[src/rtl/txpwr_pkg.sv]
// Shared types for the transmitter power-mode sequencer.
// Assumes level codes are ordered so that a higher code means more blocks powered.
package txpwr_pkg;
    typedef enum logic [1:0] {
        LVL_DOWN = 2'd0,
        LVL_OSC  = 2'd1,
        LVL_PLL  = 2'd2,
        LVL_TX   = 2'd3
    } pwr_lvl_t;
endpackage

[src/rtl/txpwr_dwell.sv]
// Dwell timer: counts cycles since the last level change, saturating at MIN_DWELL.
// Assumes MIN_DWELL >= 1; done is high once the current level has been held MIN_DWELL+1 cycles.
module txpwr_dwell #(
    parameter int MIN_DWELL = 2
) (
    input  logic clk,
    input  logic rst_n,
    input  logic restart,
    output logic done
);
    localparam int CW = $clog2(MIN_DWELL + 2);
    localparam logic [CW-1:0] LIMIT = CW'(MIN_DWELL);

    logic [CW-1:0] cnt_q;

    // Purpose: restart on every level change, otherwise count up to the limit.
    always_ff @(posedge clk) begin
        if (!rst_n) begin
            cnt_q <= '0;
        end else if (restart) begin
            cnt_q <= '0;
        end else if (cnt_q != LIMIT) begin
            cnt_q <= cnt_q + 1'b1;
        end
    end

    // Purpose: flag that the minimum hold has elapsed.
    always_comb begin
        done = (cnt_q == LIMIT);
    end
endmodule

[src/rtl/txpwr_fsm.sv]
// Level sequencer: holds the current level and the latched target level.
// Below transmit it steps one level toward the target once the dwell is done;
// in transmit it exits at once on fault, register command or enable-pin low.
// Assumes fault is already qualified by the detection enable.
module txpwr_fsm
    import txpwr_pkg::*;
(
    input  logic     clk,
    input  logic     rst_n,
    input  logic     cmd_valid,
    input  pwr_lvl_t cmd_op,
    input  logic     en_pin,
    input  logic     pll_lock,
    input  logic     fault,
    input  logic     dwell_done,
    output pwr_lvl_t lvl,
    output logic     lvl_change
);
    pwr_lvl_t lvl_q, lvl_d;
    pwr_lvl_t tgt_q, tgt_d;

    // Purpose: compute the next level and next target from the current ones.
    always_comb begin
        lvl_d = lvl_q;
        tgt_d = tgt_q;
        if (cmd_valid && lvl_q != LVL_TX) begin
            tgt_d = cmd_op;
        end
        unique case (lvl_q)
            LVL_TX: begin
                if (fault) begin
                    lvl_d = LVL_OSC;
                    tgt_d = LVL_OSC;
                end else if (cmd_valid && cmd_op != LVL_TX) begin
                    lvl_d = LVL_OSC;
                    tgt_d = cmd_op;
                end else if (!en_pin) begin
                    lvl_d = LVL_PLL;
                    tgt_d = LVL_PLL;
                end
            end
            LVL_PLL: begin
                if (fault) begin
                    lvl_d = LVL_OSC;
                    tgt_d = LVL_OSC;
                end else if (dwell_done) begin
                    if (tgt_q == LVL_TX) begin
                        if (pll_lock && en_pin) begin
                            lvl_d = LVL_TX;
                        end
                    end else if (tgt_q != LVL_PLL) begin
                        lvl_d = LVL_OSC;
                    end
                end
            end
            LVL_OSC: begin
                if (dwell_done) begin
                    if (tgt_q == LVL_DOWN) begin
                        lvl_d = LVL_DOWN;
                    end else if (tgt_q != LVL_OSC && !fault) begin
                        lvl_d = LVL_PLL;
                    end
                end
            end
            default: begin
                if (dwell_done && tgt_q != LVL_DOWN) begin
                    lvl_d = LVL_OSC;
                end
            end
        endcase
    end

    // Purpose: register level and target.
    always_ff @(posedge clk) begin
        if (!rst_n) begin
            lvl_q <= LVL_DOWN;
            tgt_q <= LVL_DOWN;
        end else begin
            lvl_q <= lvl_d;
            tgt_q <= tgt_d;
        end
    end

    // Purpose: expose level and the change indication for the dwell timer.
    always_comb begin
        lvl        = lvl_q;
        lvl_change = (lvl_d != lvl_q);
    end
endmodule

[src/rtl/txpwr_drive.sv]
// Output decode: turns the current level into block enables and the supply select.
// Assumes fault is already qualified; it gates the synthesizer and amplifier directly.
module txpwr_drive
    import txpwr_pkg::*;
(
    input  pwr_lvl_t lvl,
    input  logic     fault,
    input  logic     xsup_reg_en,
    output logic     osc_en,
    output logic     pll_en,
    output logic     pa_en,
    output logic     osc_supply_sel
);
    // Purpose: decode enables per level, with the fault gate on synthesizer and amplifier.
    always_comb begin
        osc_en         = (lvl != LVL_DOWN);
        pll_en         = (lvl == LVL_PLL || lvl == LVL_TX) && !fault;
        pa_en          = (lvl == LVL_TX) && !fault;
        osc_supply_sel = (lvl == LVL_TX) && xsup_reg_en;
    end
endmodule

[src/rtl/txpwr_seq.sv]
// Top of the transmitter power-mode sequencer.
// Qualifies the fault input, then wires the level sequencer, the dwell timer and the output decode.
// Assumes all inputs are synchronous to clk.
module txpwr_seq
    import txpwr_pkg::*;
#(
    parameter int MIN_DWELL = 2
) (
    input  logic       clk,
    input  logic       rst_n,
    input  logic       cmd_valid,
    input  logic [1:0] cmd_op,
    input  logic       en_pin,
    input  logic       pll_lock,
    input  logic       pf_detect_en,
    input  logic       pf_flag,
    input  logic       xsup_reg_en,
    output logic       osc_en,
    output logic       pll_en,
    output logic       pa_en,
    output logic       osc_supply_sel,
    output logic [1:0] state_o
);
    logic     fault;
    logic     lvl_change;
    logic     dwell_done;
    pwr_lvl_t lvl;

    // Purpose: a fault counts only while detection is enabled.
    always_comb begin
        fault = pf_detect_en && pf_flag;
    end

    txpwr_fsm u_fsm (
        .clk        (clk),
        .rst_n      (rst_n),
        .cmd_valid  (cmd_valid),
        .cmd_op     (pwr_lvl_t'(cmd_op)),
        .en_pin     (en_pin),
        .pll_lock   (pll_lock),
        .fault      (fault),
        .dwell_done (dwell_done),
        .lvl        (lvl),
        .lvl_change (lvl_change)
    );

    txpwr_dwell #(.MIN_DWELL(MIN_DWELL)) u_dwell (
        .clk     (clk),
        .rst_n   (rst_n),
        .restart (lvl_change),
        .done    (dwell_done)
    );

    txpwr_drive u_drive (
        .lvl            (lvl),
        .fault          (fault),
        .xsup_reg_en    (xsup_reg_en),
        .osc_en         (osc_en),
        .pll_en         (pll_en),
        .pa_en          (pa_en),
        .osc_supply_sel (osc_supply_sel)
    );

    // Purpose: publish the level code.
    always_comb begin
        state_o = lvl;
    end
endmodule

[config.mk]
export PLATFORM = sky130hd
export DESIGN_NAME = txpwr_seq
export DESIGN_NICKNAME = d
export VERILOG_FILES = /design/src/rtl/txpwr_pkg.sv /design/src/rtl/txpwr_dwell.sv /design/src/rtl/txpwr_fsm.sv /design/src/rtl/txpwr_drive.sv /design/src/rtl/txpwr_seq.sv
export SDC_FILE = /design/constraint.sdc
export NUM_CORES = 1
export LEC_CHECK = 0
export ABC_CLOCK_PERIOD_IN_PS = 2600
export BUFFER_PORTS_ARGS = -buffer_cell sky130_fd_sc_hd__buf_2
export CORE_AREA = 2 2 39 41
export DETAILED_ROUTE_END_ITERATION = 6
export DIE_AREA = 0 0 41 43
export PLACE_DENSITY = 0.75
export SLEW_MARGIN = 20
export SYNTH_ARGS = -nofsm -noshare
export SYNTH_HDL_FRONTEND = slang
export SYNTH_SLANG_ARGS = --single-unit
export TNS_END_PERCENT = 100
[constraint.sdc]
create_clock -name clk -period 2.6 [get_ports clk]
set_input_delay 0.52 -clock clk [delete_from_list [all_inputs] [get_ports clk]]
set_output_delay 0.52 -clock clk [all_outputs]
set_load 0.02 [all_outputs]
; Word-level counts from Yosys, hierarchy flattened
; Cells that the tools add are included.
[word_totals]
reg_bits = 6
latchBits = 0
ramBits = 0
romBits = 0
inputBits = 10
output_inout_bits = 6
wordCells = 50
mem_count = 0
[classes]
add_sub_neg = 1
mul = 0
n_div = 0
n_lt_le_gt_ge = 0
n_eq_ne = 11
shifts = 0
mux = 19
bitwise_logic = 1
reduce_logical = 15
[ops]
columns = operator, n
row1 = $mux 2, 17
row2 = $logic_and 1x1->1, 9
row3 = $eq 2x2->1 const B, 4
row4 = $ne 2x2->1 const B, 4
row5 = $pmux 2 s3, 1
row6 = $pmux 2 s2, 1
row7 = $reduce_bool 2->1, 2
row8 = $add 2x1->2 const B, 1
row9 = $eq 2x1->1 const B, 1
row10 = $logic_not 2->1, 1
row11 = $ne 2x1->1 const B, 1
row12 = $ne 2x2->1, 1
row13 = $reduce_or 2->1, 1
row14 = $logic_not 1->1, 1
row15 = $logic_or 1x1->1, 1
row16 = $not 1->1, 1

; Logic depth before layout (Yosys ltp)
[depth]
ltp_word = 9
depth_mapped = 6
depth_no_buf = 6

; Cells and area by module
; Synthesis repeated with hierarchy kept, for this count alone.
[unflattened]
hier_cells = 60
area_unflattened_um2 = 479.2
[by_module_without_submodules]
columns = module, instances, cells_per_inst, area_each_um2, seq_area_each_um2
row1 = txpwr_fsm, 1, 44, 336.6, 80.1
row2 = txpwr_dwell, 1, 11, 106.4, 40.0
row3 = txpwr_drive, 1, 4, 30.0, 0.0
row4 = txpwr_seq, 1, 1, 6.3, 0.0

; Worst setup path before layout
; No wires, ideal clock.
[synth_timing]
path_type = flip-flop to output port
from = reg u_fsm.lvl_q[1] (netlist: u_fsm.lvl[1])
to = out pa_en
t_arrival_ps = 1105
required_time_ps = 2080
setup_slack_ps = 975
path_stages_with_launch = 4
n_path_buf = 1
path_cell_list = dfxtp_1 buf_4 nand2_1 nor2_1
[synth_via]
elab_chain_cells = 2
[synth_rtl]
columns = item, line_no
row1 = from (decl), txpwr_fsm.sv:19  ; pwr_lvl_t lvl_q, lvl_d;
row2 = from (signal assigned), txpwr_fsm.sv:79  ; lvl_q <= lvl_d;
row3 = $eq 2x2->1, txpwr_drive.sv:18  ; pa_en = (lvl == LVL_TX) && !fault;
row4 = $logic_and 1x1->1, txpwr_drive.sv:18
row5 = to (decl), txpwr_seq.sv:20  ; output logic pa_en,
; No other way between the ends.

; Worst setup path in the final report
; Ends and elaborated chain as after synthesis.

==> metrics.txt <==
P_leak=0.2681 nW; Worst path max stage delay=~0.58 ns; post-synthesis sequential area ratio=0.2308; Synth Area in XOR/XNOR=0.01683; R2R Setup Slk=approximately 1.0 ns; Setup Viol. Count Final=0; final setup skew=around 0.0077 ns; worst r2r src=u_dwell.cnt_q[0]$_SDFFE_PP0P_; crit-path cells=nand2_1 -> nor2_1 -> buf_2; DR vias=550; FILL cells=~140; CTS resizes=0; maximum root-to-sink buffer count=2; routability-driven placement congestion ratio=just under 0.9; initial core utilization=0.3761; H-tree levels=1; Overall Global Routing Usage=0.1702; Clock transition at path regs=0.05 ns; max_slew headroom=0.7099; Reg2Reg Depth=6; input/output buffers=15; adder-cell share of the synthesized area=0.02404; capture point of the worst reg-to-reg path=u_dwell.cnt_q[1]$_SDFFE_PP0P_; area of the multi-input gates=around 350 um^2; CTS sink cnt=6; Max rail drop VDD=approximately 0.34 mV; Final WS setup=approximately 0.73 ns; asr flop ratio synth=0; Syn Area/Cell=7.543 um^2; global-route wire length before repair=1987 um; Chip Width=approximately 41 um; largest family of logic cells by synthesized area=compound AO/OA/AOI/OAI gates; syn nets=80; via-per-instance ratio=roughly 5.5; CTS tree=done; worst skew pair latency=between 0.2 and 0.3 ns; worst setup path endpoint=pa_en; unrepaired setup endpoints after global routing=false; HPWL Detailed=around 900 um; Max-cap violations=0; Slew Limit Fails=0; residual DRC count=0; CP required=2.08 ns; Layout Cell Area excl Fill=between 600 and 700 um^2; multiplexer share of the synthesized area=0; Critical Path Start=u_fsm.lvl[1]$_SDFF_PN0_; Hold-fix buffers, CTS=0; Core Rows=14; GRT overflow=0; Num CTS Buffers=3; CP Capture Type=primary output; Unique masters post-synth=31; Vert. Die Dim=between 40 and 50 um; Final Routed Wirelength=1166 um; Synth Cell Area=520.5 um^2; DR WL/cell=11.66 um; largest net degree at the start of global routing=17; sequential standard cell area=roughly 120 um^2; area grow syn2layout=17.55%; Pre-antenna DRT Iters=4; synthesized instance count=around 70; final setup TNS=0 ns; Peak Freq=roughly 0.53 GHz; die area=around 1800 um^2; Worst Tran Pin Value=around 0.43 ns; post-layout util=0.4421; NumNets Final=97; initial drt markers=9; Buf/Inv on CP=1; Detail Route Antenna Nets=0; initial antenna violation count=0; complex-gate fraction of the synthesized area=0.3510; CORE AREA=approximately 1400 um^2; Post-synth EDFFs=0; Final min period=around 1.9 ns; CP max stage cell=dfxtp_1; Post-synth top flop=dfxtp_1; Final Hold Fails=0; Hold Crit Class=reg2reg; proportion of layout cells with a drive suffix above 1=0.2976; PwrDens=597.6 nW/um^2; delay-heaviest family, CP=flip-flops; I/O Pins=16; number of synthesized register bits=6; CP max FO=16; Critical Path Start Type=flop; dpl ws=around 0.92 ns; clock root buffer master=clkbuf_4; outcome=complete, no violations; fin crit share=0.7207; Synth Area in Simple Gates=0.2837; number of diodes=0; Worst path depth=3; CP Class=reg2out; Synth warnings=0; postcts setup bufs=0; area of placed instances=between 500 and 600 um^2; WP data arrival=1.35 ns; vias in the first global route=approximately 470
==> report_power, final <==
part           total (mW)  switching, mW  internal (mW)
Clock              0.0908         0.0383         0.0525
Sequential          0.130         0.0191          0.111
Combinational       0.144         0.0797         0.0647
==> worst min-delay path by stage <==
stage	from	to	depth (start not counted)	slack, ns
after global placement	u_dwell.cnt_q[1]$_SDFFE_PP0P_	u_dwell.cnt_q[1]$_SDFFE_PP0P_	2	0.52
after detailed placement	u_dwell.cnt_q[1]$_SDFFE_PP0P_	u_dwell.cnt_q[1]$_SDFFE_PP0P_	2	0.53
after CTS	u_dwell.cnt_q[1]$_SDFFE_PP0P_	u_dwell.cnt_q[1]$_SDFFE_PP0P_	2	0.54
after global routing	u_dwell.cnt_q[1]$_SDFFE_PP0P_	u_dwell.cnt_q[1]$_SDFFE_PP0P_	2	0.56
after floorplan	u_dwell.cnt_q[1]$_SDFFE_PP0P_	u_dwell.cnt_q[1]$_SDFFE_PP0P_	2	0.50
final	u_dwell.cnt_q[1]$_SDFFE_PP0P_	u_dwell.cnt_q[1]$_SDFFE_PP0P_	2	0.54
==> layer usage <==
layer | track usage | up-vias | wire length (um)
li1 | - | 286 | -
met1 | 0.2468 | 237 | 568
met2 | 0.2063 | 22 | 459
met3 | 0.04712 | 5 | 100
met4 | 0.1200 | 0 | 39
met5 | 0 | - | 0
==> placed cells by master, fill, tap and decap left out <==
| master | Yosys | final |
|---|---|---|
| a221oi_2 | 1 | 1 |
| buf_2 | 0 | 15 |
| dfxtp_1 | 6 | 6 |
| a21oi_1 | 1 | 1 |
| nand3_1 | 1 | 1 |
| nand2_1 | 8 | 8 |
| o21ai_0 | 6 | 6 |
| nand2b_2 | 1 | 1 |
| a221oi_1 | 3 | 3 |
| a21bo_2 | 1 | 1 |
| ha_1 | 1 | 1 |
| o221ai_1 | 1 | 1 |
| a22oi_1 | 2 | 2 |
| or2b_2 | 1 | 1 |
| a2111oi_2 | 1 | 1 |
| xor2_1 | 1 | 1 |
| a21boi_0 | 1 | 1 |
| nor2_1 | 9 | 9 |
| nor3_1 | 1 | 1 |
| nand4b_1 | 1 | 1 |
| a2111o_1 | 1 | 1 |
| and3_2 | 1 | 1 |
| o22ai_1 | 2 | 2 |
| nand2b_1 | 2 | 2 |
| and2b_1 | 1 | 1 |
| and3_1 | 1 | 1 |
| inv_1 | 6 | 6 |
| and2_2 | 1 | 1 |
| clkbuf_4 | 0 | 3 |
| o32ai_1 | 3 | 3 |
| nor2b_1 | 1 | 1 |
==> cell families after synthesis <==
family / Yosys count
adders and majority gates: 1
buffers and inverters: 9
AOI/OAI and AO/OA: 23
DFF: 6
xor gates and xnor gates: 1
and+or+nand+nor: 29
==> registers in the layout, indices dropped and copies added, names as in the netlist <==
register,flops
u_dwell.cnt_q,2
u_fsm.lvl,2
u_fsm.tgt_q,2
==> area by class of cell <==
class / instances / share of cell area
clock buffers: 3 / 0.03681
inverters: 6 / 0.03681
multi-input cells: 54 / 0.5746
flip-flops and latches: 6 / 0.1963
well taps: 16 / 0.03272
repair buffers: 15 / 0.1227
==> worst reg2reg max path, cell delays in order (launching register included) <==
cell,delay (ns)
dfxtp_1,0.33
inv_1,0.05
ha_1,0.27
nand2b_2,0.14
a221oi_2,0.07
a2111o_1,0.41
a2111oi_2,0.20
==> per-stage QoR <==
stage               power (mW)  hold slack, ns  cells
floorplan               0.2482          0.5047     69
global placement        0.2735          0.5228     97
detailed placement      0.2752          0.5317     97
CTS                     0.3681          0.5391    100
global route            0.3911          0.5577    100
finish                  0.3656          0.5392    100
==> synthesized netlist by cell type (all sizes together) (2+ instances only) <==
cell type | number | area share
nand2b | 3 | 0.041
o32ai | 3 | 0.050
a22oi | 2 | 0.029
buf | 3 | 0.050
nor2 | 9 | 0.065
and3 | 2 | 0.026
o21ai | 6 | 0.058
a221oi | 4 | 0.079
o22ai | 2 | 0.024
nand2 | 8 | 0.058
dfxtp | 6 | 0.23
inv | 6 | 0.043
No activity file was read; power rests on OpenSTA's default activity.
